**src/rtl/tribus_pkg.sv**
```systemverilog
package tribus_pkg;
  localparam int OP_W = 4;

  typedef enum logic [OP_W-1:0] {
    OP_ADD   = 4'd0,
    OP_SUB   = 4'd1,
    OP_XOR   = 4'd2,
    OP_PASSA = 4'd3,
    OP_PASSB = 4'd4,
    OP_ADD4  = 4'd5
  } op_e;

  typedef enum logic [1:0] {
    ALU_ADD  = 2'd0,
    ALU_SUB  = 2'd1,
    ALU_XOR  = 2'd2,
    ALU_PASS = 2'd3
  } alu_fn_e;

  typedef enum logic [1:0] {
    ST_ADDR = 2'd0,
    ST_WAIT = 2'd1,
    ST_LDIR = 2'd2,
    ST_EXEC = 2'd3
  } seq_st_e;
endpackage

```
**src/rtl/tribus_regfile.sv**
```systemverilog
module tribus_regfile #(
  parameter int XLEN = 32,
  parameter int NREG = 8,
  localparam int IDXW = $clog2(NREG)
) (
  input  logic            clk,
  input  logic            rst_n,
  input  logic [IDXW-1:0] rda_idx,
  input  logic [IDXW-1:0] rdb_idx,
  output logic [XLEN-1:0] rda_data,
  output logic [XLEN-1:0] rdb_data,
  input  logic            we,
  input  logic [IDXW-1:0] wi,
  input  logic [XLEN-1:0] wd
);
  logic [XLEN-1:0] regs_q [NREG];

  for (genvar g = 0; g < NREG; g++) begin : g_reg
    logic en;
    assign en = we && (wi == IDXW'(g));
    always_ff @(posedge clk or negedge rst_n) begin
      if (!rst_n)  regs_q[g] <= '0;
      else if (en) regs_q[g] <= wd;
    end
  end

  assign rda_data = regs_q[rda_idx];
  assign rdb_data = regs_q[rdb_idx];

  // A write is visible on the read ports from the following cycle on.
  assert_write_visible_R8: assert property (@(posedge clk) disable iff (!rst_n)
    we |=> (rda_idx != $past(wi) || rda_data == $past(wd)));
  assert_write_visible_b_R9: assert property (@(posedge clk) disable iff (!rst_n)
    we |=> (rdb_idx != $past(wi) || rdb_data == $past(wd)));
endmodule

```
**src/rtl/tribus_alu.sv**
```systemverilog
module tribus_alu
  import tribus_pkg::*;
#(
  parameter int XLEN = 32
) (
  input  alu_fn_e         fn,
  input  logic            pass_b,
  input  logic [XLEN-1:0] a,
  input  logic [XLEN-1:0] b,
  output logic [XLEN-1:0] r
);
  always_comb begin
    case (fn)
      ALU_ADD: r = a + b;
      ALU_SUB: r = a - b;
      ALU_XOR: r = a ^ b;
      default: r = pass_b ? b : a;
    endcase
  end
endmodule

```
**src/rtl/tribus_seq.sv**
```systemverilog
module tribus_seq
  import tribus_pkg::*;
#(
  parameter int XLEN = 32,
  parameter int STEP = 4
) (
  input  logic            clk,
  input  logic            rst_n,
  input  logic            mem_done,
  input  logic [XLEN-1:0] mem_rdata,
  output logic [XLEN-1:0] mem_addr,
  output logic            mem_rd,
  output logic [XLEN-1:0] ir,
  output logic            exec
);
  localparam logic [XLEN-1:0] PC_STEP = XLEN'(STEP);

  seq_st_e         st_q, st_d;
  logic [XLEN-1:0] pc_q, mar_q, mdr_q, ir_q;
  logic            mar_en, fetch_end, ir_en;

  always_comb begin
    st_d = st_q;
    case (st_q)
      ST_ADDR: st_d = ST_WAIT;
      ST_WAIT: if (mem_done) st_d = ST_LDIR;
      ST_LDIR: st_d = ST_EXEC;
      default: st_d = ST_ADDR;
    endcase
  end

  assign mar_en    = (st_q == ST_ADDR);
  assign fetch_end = (st_q == ST_WAIT) && mem_done;
  assign ir_en     = (st_q == ST_LDIR);

  always_ff @(posedge clk or negedge rst_n) begin
    if (!rst_n) st_q <= ST_ADDR;
    else        st_q <= st_d;
  end

  always_ff @(posedge clk or negedge rst_n) begin
    if (!rst_n)      mar_q <= '0;
    else if (mar_en) mar_q <= pc_q;
  end

  // Dedicated incrementer: the ALU is never involved in advancing the PC.
  always_ff @(posedge clk or negedge rst_n) begin
    if (!rst_n) begin
      pc_q  <= '0;
      mdr_q <= '0;
    end else if (fetch_end) begin
      pc_q  <= pc_q + PC_STEP;
      mdr_q <= mem_rdata;
    end
  end

  always_ff @(posedge clk or negedge rst_n) begin
    if (!rst_n)     ir_q <= '0;
    else if (ir_en) ir_q <= mdr_q;
  end

  assign mem_addr = mar_q;
  assign mem_rd   = (st_q == ST_WAIT);
  assign ir       = ir_q;
  assign exec     = (st_q == ST_EXEC);

  assert_fetch_hold_R2: assert property (@(posedge clk) disable iff (!rst_n)
    (mem_rd && !mem_done) |=> (mem_rd && $stable(mem_addr)));
  assert_pc_step_R3: assert property (@(posedge clk) disable iff (!rst_n)
    (mem_rd && mem_done) |=> (pc_q == $past(pc_q) + PC_STEP));
  assert_exec_single_R11: assert property (@(posedge clk) disable iff (!rst_n)
    exec |=> !exec);
endmodule

```
**src/rtl/tribus_core.sv**
```systemverilog
module tribus_core
  import tribus_pkg::*;
#(
  parameter int XLEN  = 32,
  parameter int NREG  = 8,
  parameter int CONST = 4,
  localparam int IDXW = $clog2(NREG)
) (
  input  logic            clk,
  input  logic            rst_n,
  output logic [XLEN-1:0] mem_addr,
  output logic            mem_rd,
  input  logic [XLEN-1:0] mem_rdata,
  input  logic            mem_done,
  output logic            wr_en,
  output logic [IDXW-1:0] wr_idx,
  output logic [XLEN-1:0] wr_data
);
  localparam int OP_HI = XLEN - 1;
  localparam int RD_HI = OP_HI - OP_W;
  localparam int RA_HI = RD_HI - IDXW;
  localparam int RB_HI = RA_HI - IDXW;

  // Reset: asserted asynchronously, released through two flops.
  logic [1:0] rst_sync_q;
  logic       rst_i_n;
  always_ff @(posedge clk or negedge rst_n) begin
    if (!rst_n) rst_sync_q <= 2'b00;
    else        rst_sync_q <= {rst_sync_q[0], 1'b1};
  end
  assign rst_i_n = rst_sync_q[1];

  logic [XLEN-1:0] ir, bus_a, bus_b, alu_a, bus_c;
  logic            exec;
  logic [OP_W-1:0] opc;
  logic [IDXW-1:0] rd_f, ra_f, rb_f;
  alu_fn_e         fn;
  logic            pass_b, sel_const, op_ok;

  tribus_seq #(.XLEN(XLEN), .STEP(4)) u_seq (
    .clk(clk), .rst_n(rst_i_n), .mem_done(mem_done), .mem_rdata(mem_rdata),
    .mem_addr(mem_addr), .mem_rd(mem_rd), .ir(ir), .exec(exec)
  );

  assign opc  = ir[OP_HI -: OP_W];
  assign rd_f = ir[RD_HI -: IDXW];
  assign ra_f = ir[RA_HI -: IDXW];
  assign rb_f = ir[RB_HI -: IDXW];

  always_comb begin
    fn        = ALU_PASS;
    pass_b    = 1'b0;
    sel_const = 1'b0;
    op_ok     = 1'b1;
    case (opc)
      OP_ADD:   fn = ALU_ADD;
      OP_SUB:   fn = ALU_SUB;
      OP_XOR:   fn = ALU_XOR;
      OP_PASSA: fn = ALU_PASS;
      OP_PASSB: pass_b = 1'b1;
      OP_ADD4: begin
        fn        = ALU_ADD;
        sel_const = 1'b1;
      end
      default:  op_ok = 1'b0;
    endcase
  end

  tribus_regfile #(.XLEN(XLEN), .NREG(NREG)) u_rf (
    .clk(clk), .rst_n(rst_i_n),
    .rda_idx(ra_f), .rdb_idx(rb_f), .rda_data(bus_a), .rdb_data(bus_b),
    .we(wr_en), .wi(rd_f), .wd(bus_c)
  );

  assign alu_a = sel_const ? XLEN'(CONST) : bus_a;

  tribus_alu #(.XLEN(XLEN)) u_alu (
    .fn(fn), .pass_b(pass_b), .a(alu_a), .b(bus_b), .r(bus_c)
  );

  assign wr_en   = exec && op_ok;
  assign wr_idx  = rd_f;
  assign wr_data = bus_c;

  assert_no_write_in_fetch_R11: assert property (@(posedge clk) disable iff (!rst_i_n)
    mem_rd |-> !wr_en);
  assert_write_after_done_R11: assert property (@(posedge clk) disable iff (!rst_i_n)
    wr_en |-> $past(mem_done, 2));
endmodule

```
**config.mk**
```make
export PLATFORM = sky130hd
export DESIGN_NAME = tribus_core
export DESIGN_NICKNAME = d
export VERILOG_FILES = /design/src/rtl/tribus_pkg.sv /design/src/rtl/tribus_regfile.sv /design/src/rtl/tribus_alu.sv /design/src/rtl/tribus_seq.sv /design/src/rtl/tribus_core.sv
export SDC_FILE = /design/constraint.sdc
export NUM_CORES = 1
export LEC_CHECK = 0
export BUFFER_PORTS_ARGS = -buffer_cell sky130_fd_sc_hd__clkbuf_2
export CORE_MARGIN = 10
export CORE_UTILIZATION = 35
export CTS_BUF_LIST = sky130_fd_sc_hd__clkbuf_8
export CTS_CLUSTER_DIAMETER = 120
export DETAILED_ROUTE_END_ITERATION = 6
export GPL_TIMING_DRIVEN = 0
export MAX_ROUTING_LAYER = met4
export SLEW_MARGIN = 20
export SYNTH_ARGS = -nofsm -noshare
export SYNTH_HDL_FRONTEND = slang
export SYNTH_SLANG_ARGS = --single-unit
```
**constraint.sdc**
```tcl
create_clock -name clk -period 10.3 [get_ports clk]
set_input_delay 2.575 -clock clk [delete_from_list [all_inputs] [get_ports clk]]
set_output_delay 2.575 -clock clk [all_outputs]
set_load 0.02 [all_outputs]
```
==> out/results.tsv, run 1 <==
stage	metric	value	unit
logic_synthesis	synth_edf_count	0	
route	antenna_left	0	
setup_path	cp_top_family	compound AO/OA/AOI/OAI gates	
timing	period_share	96.9	%
setup_path	slowest_delay	860	ps
setup_path	rr_startpoint	u_seq.ir[23]$_DFFE_PN0P_	
timing	clock_skew	43.4	ps
logic_synthesis	synth_area_leaders	dfrtp_1 41%, mux4_2 14%, mux2_2 11%, nand2_1 5.4%, mux2i_1 3.2%	
route	vias	16700	
global_route	antenna_found_initial	2	
timing	final.setup.tns	0	ps
global_route	grt_max_degree	58	
cts	clock-root-buffer	clkbuf_8	
final_layout	drive_gt1_share	27.2	%
cts	cts_max_level	2	
logic_synthesis	synth_seq_cells	346	
logic_synthesis	yosysTopAreaCell	dfrtp_1	
timing	setup_viol	0	
setup_path	reg2regPathDepth	15	
route	wirelength	73900	um
logic_synthesis	synth_warnings	0	
global_route	track_usage	21.3	%
route	drc_errors	0	
logic_synthesis	synth_top_area_share	41.3	%
cts	cts_tree	done	
logic_synthesis	syn-mean-instance-area	10.9	um2
cts	clkLatencyLatePin	660	ps
logic_synthesis	syn-cell-area	21000	um2
setup_path	worst-endpoint-arrival	7410	ps
setup_path	endpoint_kind	output port	
timing	relSlewSlack	17.7	%
placement	hpwl	54600	um
logic_synthesis	synth_cell_types	70	
cts	cts_buffers	58	
logic_synthesis	synth-seq-area-share	41.3	%
cts	clockBufferDepth	3	
cts	hold_buffers	0	
die	initial_utilization	35.5	%
die	die_y	265	um
cts	post_cts_buffers	0	
placement	portBuffers	82	
setup_path	cp_max_fo	10	
setup_path	crit_type	register to output port	
setup_path	reg2reg_slack	3440	ps
setup_path	cp_data_required_time	7730	ps
cts	clk_pin_slew	60	ps
logic_synthesis	syn_inst	1926	
final_layout	nets	2150	
cts	cts_sinks	346	
job	cap_violations	0	
logic_synthesis	ys_dominant_reg_cell	dfrtp_1	
timing	final-hold-violation-count	0	
global_route	grt_pass1_wl	110000	um
route	drt_iter0_markers	1792	
die	die_area	70100	um2
route	wl_per_cell	25.6	um
timing	finalCriticalPeriod	9980	ps
route	vias_per_cell	5.80	
die	die_w	265	um
logic_synthesis	synthArstFlopShare	100	%
setup_path	worstSetupStartpointType	register	
final_layout	syn2layout_area_growth	13.1	%
setup_path	critPathBufInv	4	
route	first_pass_iters	7	
setup_path	crit_chain	buf_2 -> clkbuf_1 -> buf_1 -> mux4_2 -> a211o_1 -> ha_1 -> a21o_1 -> a21oi_1 -> o21bai_1 -> a2111oi_2 -> o31a_1 -> o21ai_0 -> mux2i_1 -> a221oi_2 -> clkbuf_2	
global_route	grt_overflow	0	
setup_path	slowest_stage	buf_1	
placement	place_congestion	0.947	
timing	slew_viol_final	0	
hold_path	hold_class	register to async pin	
setup_path	r2r-end	u_rf.regs_q[222]$_DFFE_PN0P_	
global_route	grt_pass1_vias	17100	
timing	fmax	100	MHz
timing	grt_setup_unrepaired	false	
timing	worstMarginPinSlew	1240	ps
die	io_pins	104	
die	num_rows	89	
die	core-area	59100	um2
run_status	run_status	finished, final reports clean	
[synth_stat cells (9+ instances only)]
cell      number
mux2i_1       67
and3_1        14
o31ai_1       11
nor2b_1       18
a31oi_1       23
a21oi_1       70
nand2_1      304
xnor2_1       57
buf_2         23
inv_1         32
and2_1        14
mux4_2       126
o22ai_1       12
nand2b_1       9
ha_1          37
nor2_1       118
a21o_1        15
mux2_2       206
nor3_1        23
xor2_1        31
dfrtp_1      346
clkbuf_1      68
nand3_1       31
o21ai_0       99
a22oi_1       10
buf_1         24
[through the flow]
step | instance area [um2] | hold WS [ps] | utilization (%) | worst slack, ps | cells
final | 23700 | 293 | 40.1 | 320 | 2887
after global routing | 23700 | 339 | 40.1 | 109 | 2887
after CTS | 23700 | 312 | 40.1 | 18.3 | 2885
after detailed placement | 22600 | 310 | 38.2 | 184 | 2790
after global placement | 22400 | 337 | 37.8 | 116 | 2782
after floorplan | 21000 | 331 | - | 2650 | 1927
[worst register-to-register path, stage by stage, from the launching register on]
cell	delay [ps]
dfrtp_1	540
buf_2	410
clkbuf_1	660
buf_1	860
mux4_2	480
a211o_1	390
ha_1	380
a21o_1	210
a21oi_1	310
o21bai_1	150
a2111oi_2	530
o31ai_1	260
a21oi_2	450
or4_1	200
nand3_1	440
mux2_2	480
[sequential cells by signal, summed over array words and instances, names as in the netlist]
register,cells
rst_sync_q,2
u_rf.regs_q,256
u_seq.ir,13
u_seq.mdr_q,13
u_seq.mem_addr,30
u_seq.pc_q,30
u_seq.st_q,2
[per-layer routing]
metal | up-vias | part of all wire, % | global-route usage, %
met4 | 0 | 4.1 | 8.08
met2 | 796 | 45 | 33.0
met5 | - | 0 | -
li1 | 7295 | - | -
met3 | 191 | 9.2 | 5.28
met1 | 8454 | 41 | 26.6
[worst max path at each step]
stage          slack (ps)     endpoint  cells after the start                startpoint
2_1_floorplan        2650  wr_data[18]                     18  u_seq.ir[22]$_DFFE_PN0P_
3_3_place_gp          120  wr_data[18]                     19  u_seq.ir[23]$_DFFE_PN0P_
3_5_place_dp          180  wr_data[26]                     19  u_seq.ir[23]$_DFFE_PN0P_
4_1_cts                20  wr_data[26]                     15  u_seq.ir[23]$_DFFE_PN0P_
5_1_grt               110  wr_data[21]                     20  u_seq.ir[20]$_DFFE_PN0P_
6_report              320  wr_data[18]                     15  u_seq.ir[23]$_DFFE_PN0P_
[logic make-up (layout without fill, tap and decap cells)]
group,Yosys count,in the layout,share of synthesized area (%)
multiplexers,401,401,27.9
AO/OA/AOI/OAI,319,319,9.44
adder cells (fa/ha/maj),38,38,2.30
flip-flops,346,346,41.3
other,2,4,0.0358
AND/OR/NAND/NOR,572,572,12.0
buffers and inverters,160,346,3.32
XOR/XNOR,88,88,3.67
[area by class of cell]
type | count | area [um2]
Fill cell | 5715 | 35400
Multi-Input combinational cell | 1421 | 11700
Sequential cell | 346 | 8660
Clock buffer | 71 | 977
Tap cell | 773 | 967
Timing Repair Buffer | 91 | 597
Buffer | 127 | 576
Clock inverter | 25 | 153
Inverter | 32 | 120
Antenna cell | 1 | 2.50
[cell usage in the layout, fill, tap and decap left out, drive strengths merged, types with 15 or more instances in the layout]
cell type and instances:
xor2 31, xnor2 57, nor3 23, mux2i 68, dfrtp 346, nand3 31
inv 49, nand2 304, ha 37, nor2b 18, mux2 207, clkbuf 221
a21oi 71, buf 67, a31oi 23, o21ai 107, nor2 118, a21o 15
mux4 126
[repair_timing]
item,4_1_cts,5_1_grt
resized for setup,2,6
setup endpoints to repair,9,9
hold endpoints to repair,0,0
Power of run 1 is left out: the tool's default activity adds up to more than one toggle a clock period on the data nets, which glitch-free logic cannot reach.
==> run 2: changes to the inputs <==
==> constraint.sdc (replaced) <==
create_clock -name clk -period 8.4 [get_ports clk]
set_input_delay 2.1 -clock clk [delete_from_list [all_inputs] [get_ports clk]]
set_output_delay 2.1 -clock clk [all_outputs]
set_load 0.02 [all_outputs]
==> run 2 against run 1 <==
Against the previous run:
- hold slack about the same
- count of clock-buffer cells in the layout unchanged
- core utilization increased by 0.78 points
- sequential share of layout area decreased by 0.69 points
- global-route usage about the same
- worst setup slack got worse by 180 ps
- first-iteration DRC count increased by 1.2%
- non-clock buffer count increased by 2
- cell area increased by 2.0%
- register-to-register slack got worse by 670 ps
- routed wire length increased by 0.25%
==> out/results.tsv, run 2 (synthesis results as in run 1) <==
stage	metric	value	unit	change
die	io_pins	104		unchanged
die	core-area	59100	um2	unchanged
timing	slew_viol_final	0		unchanged
cts	cts_buffers	58		unchanged
setup_path	endpoint	wr_data[31]		
die	initial_utilization	35.5	%	unchanged
setup_path	cp_data_required_time	6300	ps	-1430 ps
final_layout	seq_area	8660	um2	about the same
setup_path	worst-endpoint-arrival	6160	ps	-1250 ps
die	die_w	265	um	unchanged
cts	clk_pin_slew	60	ps	about the same
job	cap_violations	0		unchanged
route	wirelength	74000	um	+0.25%
run_status	run_status	finished, final reports clean		
final_layout	nets	2152		+0.093%
timing	setup_viol	0		unchanged
route	drt_iter0_markers	1814		+1.2%
placement	portBuffers	82		unchanged
cts	clkLatencyLatePin	660	ps	about the same
timing	grt_setup_unrepaired	false		
route	drc_errors	0		unchanged
timing	fmax	121	MHz	
final_layout	final_cell_mix	344 x dfrtp_1, 303 x nand2_1, 205 x mux2_2, 126 x mux4_2, 114 x nor2_1		
setup_path	r2r-end	u_rf.regs_q[50]$_DFFE_PN0P_		
setup_path	reg2reg_slack	2770	ps	-670 ps
cts	hold_buffers	0		unchanged
global_route	grt_max_degree	58		unchanged
setup_path	endpoint_kind	output port		
hold_path	hold_class	register to async pin		
cts	cts_max_level	2		unchanged
route	wl_per_cell	25.6	um	+0.18%
timing	period_share	98.4	%	
timing	relSlewSlack	19.5	%	+1.9 points
final_layout	largest_register_ffs	256		unchanged
setup_path	reg2regPathDepth	20		+5
final_layout	multiInputGateArea	12000	um2	+2.7%
timing	final.setup.tns	0	ps	unchanged
global_route	track_usage	21.3	%	+0.026 points
timing	holdWs	293	ps	+0.00200 ps
cts	cts_tree	done		
route	vias_per_cell	5.79		about the same
final_layout	final_common_cell	dfrtp_1		
final_layout	regMostFlops	u_rf.regs_q		
cts	clock-root-buffer	clkbuf_8		
die	num_rows	89		unchanged
die	die_y	265	um	unchanged
timing	worstMarginPinSlew	1210	ps	-27.9 ps
timing	finalCriticalPeriod	8260	ps	
setup_path	cp_max_fo	10		unchanged
timing	setup_ws	136	ps	-184 ps
setup_path	rr_startpoint	u_seq.ir[23]$_DFFE_PN0P_		
cts	cts_sinks	346		unchanged
route	first_pass_iters	5		-2
placement	hpwl	54600	um	unchanged
route	vias	16700		+0.0060%
timing	final-hold-violation-count	0		unchanged
final_layout	syn2layout_area_growth	15.3	%	
setup_path	cp-startpoint	u_seq.ir[23]$_DFFE_PN0P_		
setup_path	crit_type	register to output port		
global_route	grt_pass1_vias	17100		+0.28%
timing	clock_skew	43.2	ps	-0.156 ps
final_layout	num-fill-cells	5679		-0.63%
die	die_area	70100	um2	unchanged
placement	place_congestion	0.947		unchanged
placement	place_ws	-1240	ps	-1420 ps
final_layout	final_util	40.9	%	+0.78 points
global_route	grt_overflow	0		unchanged
final_layout	drive_gt1_share	29.9	%	+2.7 points
cts	clockBufferDepth	3		unchanged
route	antenna_left	0		unchanged
global_route	antenna_found_initial	1		-1
setup_path	worstSetupStartpointType	register		
global_route	grt_pass1_wl	110000	um	+0.15%
run 2: metrics by stage:
stage,instance area [um2],std cells
2_1_floorplan,21000,1927
3_3_place_gp,22400,2782
3_5_place_dp,22600,2790
4_1_cts,24000,2887
5_1_grt,24200,2889
6_report,24200,2889
run 2: final cells by class:
cell class | instances | area share [%]
Antenna cell | 1 | 0.0103
Buffer | 121 | 2.74
Clock buffer | 71 | 4.04
Clock inverter | 25 | 0.631
Inverter | 32 | 0.496
Multi-Input combinational cell | 1421 | 49.6
Sequential cell | 346 | 35.8
Tap cell | 773 | 4.00
Timing Repair Buffer | 99 | 2.70
run 2: how the worst min path moves through the flow:
stage                            start                           to  slack [ps]  cells past startpoint
2_1_floorplan  rst_sync_q[0]$_DFF_PN0_      rst_sync_q[1]$_DFF_PN0_         330                      0
3_3_place_gp   rst_sync_q[0]$_DFF_PN0_      rst_sync_q[1]$_DFF_PN0_         340                      0
3_5_place_dp   rst_sync_q[1]$_DFF_PN0_  u_seq.mdr_q[24]$_DFFE_PN0P_         310                      0
4_1_cts        rst_sync_q[1]$_DFF_PN0_     u_seq.ir[24]$_DFFE_PN0P_         310                      0
5_1_grt        rst_sync_q[1]$_DFF_PN0_  u_seq.mdr_q[25]$_DFFE_PN0P_         340                      0
6_report       rst_sync_q[1]$_DFF_PN0_  u_seq.mdr_q[25]$_DFFE_PN0P_         290                      0
run 2: what timing repair did:
item	4_1_cts	5_1_grt
setup buffers	4	5
setup endpoints to repair	27	22
resized for setup	75	54
pin swaps	9	6
hold endpoints to repair	0	0
run 2: metal layers:
layer | GRT usage, % | vias to the layer above | routed length (um)
met3 | 5.20 | 177 | 6640
met2 | 32.8 | 828 | 33600
li1 | - | 7302 | -
met5 | - | - | 0
met4 | 8.37 | 0 | 2910
met1 | 26.7 | 8430 | 30900
run 2: worst max-delay path, cell delays in order (launching register included):
cell       delay, ps
dfrtp_1          530
buf_4            310
clkbuf_4         320
buf_4            320
buf_4            290
mux4_2           320
mux2i_1          440
nor2_1           190
ha_1             300
a2111oi_0        390
o21ai_0          170
nand4_1          180
nand4_1          220
o21ba_2          280
o221ai_2         180
xor2_1           300
a31o_1           250
buf_6            150
nand2_1          150
buf_2            210
Power of run 2 is left out for the same reason.
==> run 3: changes to the inputs <==
--- a/config.mk
+++ b/config.mk
@@ -13,6 +13,7 @@
 export DETAILED_ROUTE_END_ITERATION = 6
 export GPL_TIMING_DRIVEN = 0
 export MAX_ROUTING_LAYER = met4
+export RECOVER_POWER = 100
 export SLEW_MARGIN = 20
 export SYNTH_ARGS = -nofsm -noshare
 export SYNTH_HDL_FRONTEND = slang
==> run 3 against run 2 <==
Against the previous run:
- cell area fell by 1.0%
- hold slack improved by 58 ps
- highest routed layer unchanged
- register-to-register slack got worse by 700 ps
- the flow now finishes with violations (max-capacitance violations, max-slew violations)
- die area did not move
- critical path depth fell by 3
- fmax rose by 0.47%
==> out/results.tsv, run 3 (synthesis results as in run 1) <==
stage	metric	value	unit	change
die	core-area	59100	um2	unchanged
timing	period_share	97.9	%	-0.46 points
global_route	track_usage	21.3	%	unchanged
setup_path	worst-endpoint-arrival	6130	ps	-30 ps
setup_path	endpoint_kind	output port		
global_route	grt_max_degree	58		unchanged
final_layout	largest_register_ffs	256		unchanged
setup_path	cp_data_required_time	6300	ps	about the same
placement	hpwl	54600	um	unchanged
global_route	grt_pass1_vias	17100		unchanged
die	die_y	265	um	unchanged
setup_path	slowest_stage	dfrtp_1		
global_route	antenna_found_initial	1		unchanged
timing	clock_skew	44.4	ps	+1.21 ps
setup_path	crit_chain	clkbuf_2 -> clkdlybuf4s15_2 -> mux2i_1 -> nor2_1 -> ha_1 -> a2111oi_0 -> o21ai_0 -> nand4_1 -> nand4_1 -> o21ba_1 -> o221ai_2 -> xor2_1 -> a31o_1 -> buf_6 -> nand2_1 -> clkbuf_2		
final_layout	regMostFlops	u_rf.regs_q		
global_route	grtUsageMet2	32.8	%	unchanged
hold_path	hold_class	register to register		
run_status	violations	max-capacitance violations, max-slew violations		
die	initial_utilization	35.5	%	unchanged
timing	setup_viol	0		unchanged
setup_path	critPathBufInv	4		-2
global_route	grt_pass1_wl	110000	um	unchanged
timing	relSlewSlack	-111	%	-130 points
cts	hold_buffers	0		unchanged
die	num_rows	89		unchanged
cts	clk_pin_slew	60	ps	about the same
global_route	met1_usage	26.7	%	unchanged
run_status	run_status	finished, violations left		
setup_path	crit_type	register to output port		
placement	dp_cells	2790		unchanged
final_layout	syn2layout_area_growth	14.1	%	
cts	clockBufferDepth	3		unchanged
placement	portBuffers	82		unchanged
setup_path	endpoint	wr_data[31]		
global_route	gr-max-usage-layer	met2		
cts	cts_buffers	58		unchanged
die	die_area	70100	um2	unchanged
route	wirelength	73900	um	-0.12%
cts	cts_sinks	346		unchanged
cts	cts_max_level	2		unchanged
timing	grt_setup_unrepaired	false		
timing	final-hold-violation-count	0		unchanged
route	first_pass_iters	5		unchanged
die	io_pins	104		unchanged
route	antenna_left	0		unchanged
route	vias	16700		-0.0060%
route	drc_errors	0		unchanged
setup_path	cp_top_family	buffers and inverters		
job	cap_violations	6		+6
final_layout	final_common_cell	dfrtp_1		
setup_path	reg2reg_slack	2070	ps	-700 ps
placement	place_congestion	0.947		unchanged
timing	fmax	122	MHz	+0.47%
route	vias_per_cell	5.79		about the same
cts	clock-root-buffer	clkbuf_8		
die	die_w	265	um	unchanged
final_layout	final_cell_count_no_fill	2889		unchanged
setup_path	r2r-end	u_rf.regs_q[250]$_DFFE_PN0P_		
global_route	grt_overflow	0		unchanged
route	drt_iter0_markers	1819		+0.28%
setup_path	rr_startpoint	rst_sync_q[1]$_DFF_PN0_		
global_route	grt_util_met3	5.20	%	unchanged
cts	clkLatencyLatePin	660	ps	about the same
setup_path	slowest_delay	830	ps	+300 ps
setup_path	cp-startpoint	u_seq.ir[24]$_DFFE_PN0P_		
final_layout	final_cell_mix	345 x dfrtp_1, 303 x nand2_1, 204 x mux2_2, 126 x mux4_2, 122 x clkbuf_1		
cts	cts_tree	done		
timing	worstMarginPinSlew	3160	ps	+1950 ps
route	wl_per_cell	25.6	um	-0.12%
setup_path	reg2regPathDepth	2		-90%
timing	slew_viol_final	343		+343
final_layout	drive_gt1_share	26.5	%	-3.4 points
final_layout	nets	2152		unchanged
setup_path	worstSetupStartpointType	register		
timing	finalCriticalPeriod	8230	ps	-38.6 ps
setup_path	cp_max_fo	10		unchanged
setup_path	path_depth	16		-3
run 3: through the flow:
step | util, % | setup slack (ps) | setup TNS [ps] | instance area, um2 | hold WS (ps)
floorplan | - | 1230 | 0 | 21000 | 331
global placement | 37.8 | -1310 | -10440 | 22400 | 337
detailed placement | 38.2 | -1240 | -9810 | 22600 | 310
CTS | 40.6 | 4.07 | 0 | 24000 | 312
global route | 40.5 | 22.3 | 0 | 23900 | 359
finish | 40.5 | 174 | 0 | 23900 | 352
run 3: layer usage:
metal,vias to the layer above,routed length [um],share of wire [%]
met5,-,0,0
met2,777,33600,45
li1,7299,-,-
met4,0,2880,3.9
met1,8482,31000,42
met3,178,6470,8.7
run 3: cell type report:
type,instances,area [um2]
Buffer,121,658
Clock buffer,71,977
Fill cell,5747,35200
Clock inverter,25,153
Tap cell,773,967
Antenna cell,1,2.50
Inverter,32,120
Timing Repair Buffer,99,434
Sequential cell,346,8660
Multi-Input combinational cell,1421,12000
run 3: how the worst min path moves through the flow:
stage,from,to,slack [ps],cells after the start
3_3_place_gp,rst_sync_q[0]$_DFF_PN0_,rst_sync_q[1]$_DFF_PN0_,340,0
3_5_place_dp,rst_sync_q[1]$_DFF_PN0_,u_seq.mdr_q[24]$_DFFE_PN0P_,310,0
6_report,rst_sync_q[0]$_DFF_PN0_,rst_sync_q[1]$_DFF_PN0_,350,0
4_1_cts,rst_sync_q[1]$_DFF_PN0_,u_seq.ir[24]$_DFFE_PN0P_,310,0
2_1_floorplan,rst_sync_q[0]$_DFF_PN0_,rst_sync_q[1]$_DFF_PN0_,330,0
5_1_grt,rst_sync_q[0]$_DFF_PN0_,rst_sync_q[1]$_DFF_PN0_,360,0
run 3: what timing repair did:
action | CTS | global route
setup endpoints to repair | 27 | 22
gates resized for setup | 75 | 54
cloned | 0 | 0
buffers inserted | 4 | 5
pin swaps | 9 | 6
Power of run 3 is left out for the same reason.
